**config.mk**
```make
export PLATFORM = sky130hd
export DESIGN_NAME = banked_regfile_dec
export DESIGN_NICKNAME = d
export VERILOG_FILES = /design/src/rtl/banked_regfile_dec.sv
export SDC_FILE = /design/constraint.sdc
export NUM_CORES = 1
export LEC_CHECK = 0
export ABC_CLOCK_PERIOD_IN_PS = 5830
export BUFFER_PORTS_ARGS = -buffer_cell sky130_fd_sc_hd__buf_4
export CAP_MARGIN = 0
export CORE_MARGIN = 4
export CORE_UTILIZATION = 55
export CTS_BUF_LIST = sky130_fd_sc_hd__clkbuf_4
export DETAILED_ROUTE_END_ITERATION = 7
export GPL_TIMING_DRIVEN = 1
export PLACE_DENSITY_LB_ADDON = 0.25
export SYNTH_ARGS = -nofsm -noshare
export SYNTH_HDL_FRONTEND = slang
export SYNTH_SLANG_ARGS = --single-unit
```
**constraint.sdc**
```tcl
create_clock -name clk -period 5.83 [get_ports clk]
set_clock_uncertainty 0.1 [all_clocks]
set_input_delay 1.4575 -clock clk [delete_from_list [all_inputs] [get_ports clk]]
set_output_delay 1.4575 -clock clk [all_outputs]
set_load 0.01 [all_outputs]
```
**src/rtl/banked_regfile_dec.sv**
```systemverilog
module banked_regfile_dec #(
  parameter bit FULL_MAP = 1'b1,
  parameter int DW       = 8
) (
  input  logic          clk,
  input  logic          rst_n,
  input  logic          req_valid,
  input  logic          req_write,
  input  logic          addr_mode,
  input  logic          bank_sel,
  input  logic [6:0]    dir_addr,
  input  logic [7:0]    ind_addr,
  input  logic [DW-1:0] wr_data,
  output logic [DW-1:0] rd_data,
  output logic          rd_valid,
  output logic          sfr_sel,
  output logic          sfr_we,
  output logic          sfr_bank,
  output logic [4:0]    sfr_ofs
);
  localparam int RAM_DEPTH = FULL_MAP ? 128 : 64;
  localparam int IDX_W     = $clog2(RAM_DEPTH);
  localparam logic [7:0] LO_BASE  = FULL_MAP ? 8'h20 : 8'h40;
  localparam logic [7:0] HI_INDEX = 8'h60;
  localparam logic [7:0] ALIAS_IX = 8'h70 - LO_BASE;

  logic [7:0]       eff;
  logic             is_sfr;
  logic             ram_hit;
  logic [IDX_W-1:0] idx;
  logic [DW-1:0]    mem [RAM_DEPTH];

  assign eff    = addr_mode ? ind_addr : {bank_sel, dir_addr};
  assign is_sfr = (eff[6:5] == 2'b00);

  always_comb begin
    ram_hit = 1'b0;
    idx     = '0;
    if (eff[7:4] == 4'hF) begin
      ram_hit = 1'b1;
      idx     = IDX_W'(ALIAS_IX + {4'h0, eff[3:0]});
    end else if (!eff[7] && (eff >= LO_BASE)) begin
      ram_hit = 1'b1;
      idx     = IDX_W'(eff - LO_BASE);
    end else if (FULL_MAP && eff[7] && eff[6:5] == 2'b01) begin
      ram_hit = 1'b1;
      idx     = IDX_W'(HI_INDEX + {3'b000, eff[4:0]});
    end
  end

  always_ff @(posedge clk) begin
    if (req_valid && req_write && ram_hit)
      mem[idx] <= wr_data;
  end

  always_ff @(posedge clk or negedge rst_n) begin
    if (!rst_n) begin
      rd_valid <= 1'b0;
      rd_data  <= '0;
    end else begin
      rd_valid <= req_valid && !req_write;
      rd_data  <= (req_valid && !req_write && ram_hit) ? mem[idx] : '0;
    end
  end

  assign sfr_sel  = req_valid && is_sfr;
  assign sfr_we   = sfr_sel && req_write;
  assign sfr_bank = eff[7];
  assign sfr_ofs  = eff[4:0];
endmodule

```
==> results.ini, run 1 <==
[status]
status=finished, violations left
failed_checks=max-capacitance violations

[timing]
fmax_ghz=0.208
worst_slew_pin_slew_ns=1.48
slew_viol_final=0
rsz0062_at_grt=no
layout_min_cycle_time_ns=4.81
finalCritPeriodShare=0.825
relSlewSlack=0.0120
timing.setup.tns_ns=0
hold_viol=0
setup-violations-final=0

[final_layout]
final_net_count=2972
drive_gt1_frac=0.254
area_growth_pct=16.2
final_area_um2=46100
fill_cells=5142
final_common_cell=edfxtp_1
finalCoreUtilization=0.645
final_cells=4074
final_cell_mix=edfxtp_1, clkbuf_4, buf_4

[drt]
drc=0
first_iter_violations=4220
wirelength_um=133000
wl_per_cell_um=32.7
dr.pass1.iters=8
avgViaCountPerCell=6.78
num_vias=27626
drtAntennaViolNets=0

[power]
clockPowerShare=0.382
p_sw_w=0.00393
pwr-share-seq=0.525
sw_frac_of_total=0.252
power_density_nw_per_um2=339
p_comb_frac=0.093
p_leak_nw=15.3
internal-power_w=0.0117
peakVddDrop_v=0.000190

[die]
dieWidth_um=277
rows=98
start_util=0.555
core_area_um2=71500
die_area_um2=76500
die_h_um=277
ios=46

[yosys]
synth-seq-area-share=0.781
async_flop_share=0.00871
synth_edf_count=1024
syn_area_um2=39700
yosys_register_bits=1033
synth.distinct_cells=94
syn_inst=2489
ys.flop_type=edfxtp_1
yosysWarningCount=0
synth_area_per_cell_um2=15.9
syn_nets=2520

[global_routing]
grt_max_degree=93
grt_pass1_wl_um=190000
grt_antenna_before_repair=4
grt_overflow_total=0
grt_usage=0.344
grt_pass1_vias=27341

[critical_path]
cp.required_ns=6.75
cp_slowest_cell=o211ai_1
path_cells=buf_4 -> mux2_4 -> clkinv_1 -> ha_1 -> mux2_2 -> o211ai_1 -> buf_4 -> o22ai_1 -> nor3_1 -> o221ai_1 -> nor3_1 -> nor4b_2
cpPeakStageDelay_ns=1.21
endpoint_kind=flop
crit_arrival_ns=5.73
criticalPathCategory=in -> reg
crit_path_start_kind=input port
cp_max_fo=13

[clock_network]
cts_made_buffers=280
cts_root_buf=clkbuf_4
path_clk_slew_ns=0.06
postCtsSetupBuffers=0
ctsHtreeMaxLevel=5
cts_tree=yes
cts_hold_buf=0
worstSkewPairLatency_ns=1.15
cts_buffer_depth=4
clkSinkCount=1033
cts_resized=0

[placed_design]
numPortBuffers=45
dp_cells=3609
place_congestion=1.04
hpwl_um=84200
post_dp_cell_area_um2=42800

[job]
maxCapViolCount=1

[min_path]
hold_path_class=in -> async

synth_stat cells (7+ instances only):
master    instances  area (um^2)
nand4_1          16          100
clkbuf_1         66          248
a222oi_1         15          150
nand2_1         141          529
dfrtp_1           9          225
nor2_1          239          897
nor3_1           19         95.1
a21oi_1          63          315
o21ai_0          83          415
edfxtp_1       1024        30700
o41ai_1          12          105
o221a_2           9          101
o21a_1           23          173
a22oi_1          23          173
buf_1            10         37.5
o31a_1            9         78.8
a31oi_1          14         87.6
buf_2            64          320
inv_1            10         37.5
buf_4            11         82.6
o22ai_1         260         1630
and2_1           16          100
mux2i_1          15          150
o221ai_1         52          455
o22a_1           11         96.3
a211oi_1         17          128
nand3_1          35          175
mux2_2            7         78.8
o31ai_1          25          188
o21ai_1           7         35.0
and3_1           10         62.6
a221oi_1         21          184
nor4_1            7         43.8
o211ai_1          8         60.1
power by group through the flow:
stage / combinational [W] / sequential, W / clock (W)
detailed placement: 0.00138 / 0.00835 / 0
global route: 0.00147 / 0.00819 / 0.00651
global placement: 0.00137 / 0.00835 / 0
CTS: 0.00139 / 0.00819 / 0.00604
floorplan: 0.000622 / 0.00835 / 0
finish: 0.00146 / 0.00820 / 0.00597
metal layers:
layer  wire length [um]  vias up  track usage
met5                145        -      0.00625
met4               7020        6        0.162
met3              18900      432        0.119
met2              58900     2282        0.507
met1              48000    13701        0.463
li1                   -    11205            -
cells by family after synthesis:
logic type / share of synthesized area
AOI/OAI and AO/OA: 0.132
adders and majority gates: 0.000631
buffers and inverters: 0.0200
DFF: 0.781
muxes: 0.00877
and+or+nand+nor: 0.0572
critical path, delay by kind of cell:
family | cells | cell delay, ns
AOI/OAI and AO/OA | 3 | 1.56
adders and majority gates | 1 | 0.33
buffers and inverters | 3 | 0.64
muxes | 2 | 0.73
and+or+nand+nor | 3 | 1.00
metrics by stage:
step,power (W),worst slack [ns],hold slack (ns)
floorplan,0.00897,0.973,0.610
global placement,0.00972,0.312,0.712
detailed placement,0.00974,0.285,0.725
CTS,0.0156,1.28,0.0378
global route,0.0162,1.09,0.0600
finish,0.0156,1.02,0.102
sequential cells by signal, indices dropped and copies added, names as in the netlist:
register	cells
rd_data	8
mem	1024
rd_valid	1
cell type report:
cell class / count / area, um^2 / area share
Clock buffer: 381 / 2860 / 0.0621
Multi-Input combinational cell: 1287 / 8000 / 0.174
Tap cell: 950 / 1190 / 0.0258
Antenna cell: 3 / 7.51 / 0.000163
Inverter: 13 / 48.8 / 0.00106
Sequential cell: 1033 / 31000 / 0.672
Timing Repair Buffer: 326 / 2640 / 0.0572
Clock inverter: 81 / 373 / 0.00809
final timing paths:
path                                 start          to  slack [ns]  cells past startpoint
worst max-delay path             addr_mode  rd_data[2]        1.02                     12
worst min-delay path                 rst_n  rd_data[4]        0.10                      1
worst max register to register  mem[36][6]  rd_data[6]        3.27                      8
worst min register to register  mem[96][3]  rd_data[3]        0.74                      5
max in group asynchronous            rst_n    rd_valid        5.30                      1
min in group clk                 req_write    rd_valid        0.54                      2
Note: power is estimated with default switching activity, not from simulation.
==> run 2: changes to the inputs <==
--- a/config.mk
+++ b/config.mk
@@ -5,7 +5,7 @@
 export SDC_FILE = /design/constraint.sdc
 export NUM_CORES = 1
 export LEC_CHECK = 0
-export ABC_CLOCK_PERIOD_IN_PS = 5830
+export ABC_CLOCK_PERIOD_IN_PS = 4400
 export BUFFER_PORTS_ARGS = -buffer_cell sky130_fd_sc_hd__buf_4
 export CAP_MARGIN = 0
 export CORE_MARGIN = 4
==> constraint.sdc (replaced) <==
create_clock -name clk -period 4.4 [get_ports clk]
set_clock_uncertainty 0.1 [all_clocks]
set_input_delay 1.1 -clock clk [delete_from_list [all_inputs] [get_ports clk]]
set_output_delay 1.1 -clock clk [all_outputs]
set_load 0.01 [all_outputs]
==> results.ini, run 2 (synthesis gave the netlist of run 1 again) <==
[status]
status=completed

[final_layout]
final_cells=4246
largestRegisters=mem: 1024 flops, rd_data: 8 flops, rd_valid: 1 flops
fill_cells=5007
final_common_cell=edfxtp_1
top_register=mem
largest_register_ffs=1024
final_cell_mix=edfxtp_1, buf_4, clkbuf_4
area_growth_pct=20.7
drive_gt1_frac=0.297
final_net_count=3148

[drt]
wirelength_um=136000
dr.pass1.iters=6
drc=0
wl_per_cell_um=32.0
drtAntennaViolNets=0
num_vias=28054
first_iter_violations=4109
avgViaCountPerCell=6.61

[critical_path]
setup.worst_path.start=addr_mode
path_cells=buf_4 -> buf_4 -> mux2i_4 -> inv_2 -> buf_12 -> buf_4 -> buf_4
cp_num_buf_inv=6
criticalPathCategory=in -> out
cp_max_fo=21
crit_path_frequent_cell=buf_4
crit_family=buffers and inverters
rr_startpoint=mem[12][6]
cp.required_ns=3.20
cpPeakStageDelay_ns=0.34
endpoint_kind=primary output
crit_path_start_kind=input port
crit_arrival_ns=2.64
cp_slowest_cell=mux2i_4

[power]
peakVddDrop_v=0.000295
power_density_nw_per_um2=437
p_leak_nw=16.3

[timing]
finalCritPeriodShare=0.872
relSlewSlack=0.176
rsz0062_at_grt=no
fmax_ghz=0.261
layout_min_cycle_time_ns=3.84
timing.setup.tns_ns=0
slew_viol_final=0
worst_slew_pin_slew_ns=1.24
setup-violations-final=0
hold_viol=0

[job]
maxCapViolCount=0

[placed_design]
place_congestion=0.978
hpwl_um=87000
dp_cells=3789
numPortBuffers=45

[global_routing]
grt_max_degree=108
grt_usage=0.351
grt_pass1_vias=27681
grt_pass1_wl_um=193000
grt_antenna_before_repair=8
grt_overflow_total=0

[min_path]
hold_path_class=in -> reg
hold_start=req_write

[clock_network]
ctsHtreeMaxLevel=5
clkSinkCount=1033
cts_made_buffers=275
cts_tree=yes
path_clk_slew_ns=0.06
worstSkewPairLatency_ns=1.15
cts_resized=0
cts_root_buf=clkbuf_4
cts_buffer_depth=4

[die]
die_h_um=277
die_area_um2=76500
rows=98
start_util=0.555
core_area_um2=71500
ios=46
dieWidth_um=277

## run 2: changes by cell type in the layout (fill, tap and decap cells not counted), sizes merged
| cell | change |
|---|---|
| buf | +180 |
| diode | +3 |
| clkinv | -20 |
| clkbuf | +8 |
| dlygate4sd3 | +1 |
## run 2: final timing paths
path | slack (ns) | end | depth (start not counted)
worst max-delay path | 0.56 | sfr_ofs[1] | 7
worst min-delay path | 0.20 | rd_valid | 2
worst max register to register | 1.88 | rd_data[6] | 8
worst min register to register | 0.75 | rd_data[1] | 4
max in group asynchronous | 3.62 | rd_data[6] | 2
min in group asynchronous | 0.34 | rd_data[7] | 2
## run 2: per-stage QoR
step           utilization  worst slack [ns]  total power (W)  instance area (um^2)  hold WS, ns
2_1_floorplan            -           -0.0997           0.0119                 39700        0.610
3_3_place_gp         0.624            -0.104           0.0131                 44600        0.716
3_5_place_dp         0.624            -0.142           0.0132                 44600        0.729
4_1_cts              0.669             0.624           0.0210                 47800        0.102
5_1_grt              0.669             0.548           0.0217                 47800        0.125
6_report             0.669             0.565           0.0209                 47900        0.197
## run 2: repair_timing
| item | in CTS | in global routing |
|---|---|---|
| buffers inserted | 0 | 0 |
| endpoints found under the hold margin | 9 | 0 |
| hold buffers | 1 | 0 |
## run 2: worst reg2reg max path, delay by kind of cell (launching register included)
family / cells / cell delay (ns)
AO/OA/AOI/OAI: 5 / 1.44
buffers and inverters: 2 / 0.35
flip-flops: 1 / 0.39
AND/OR/NAND/NOR: 1 / 0.04
## run 2: layout make-up
type | count | area [um^2] | area share
Antenna cell | 6 | 15.0 | 0.000314
Clock buffer | 389 | 2920 | 0.0610
Clock inverter | 61 | 292 | 0.00609
Inverter | 13 | 48.8 | 0.00102
Multi-Input combinational cell | 1287 | 8000 | 0.167
Sequential cell | 1033 | 31000 | 0.647
Tap cell | 950 | 1190 | 0.0248
Timing Repair Buffer | 507 | 4420 | 0.0924
## run 2: routing by layer
metal | vias to the layer above | wire (um) | GRT usage
met2 | 2242 | 60900 | 0.526
li1 | 11553 | - | -
met3 | 396 | 19400 | 0.120
met5 | - | 13 | 0
met4 | 2 | 6860 | 0.164
met1 | 13861 | 48500 | 0.469
## run 2: report_power, final
group / internal (W) / switching [W]
sequential: 0.0108 / 0.0000202
clock: 0.00416 / 0.00375
combinational: 0.000726 / 0.00145
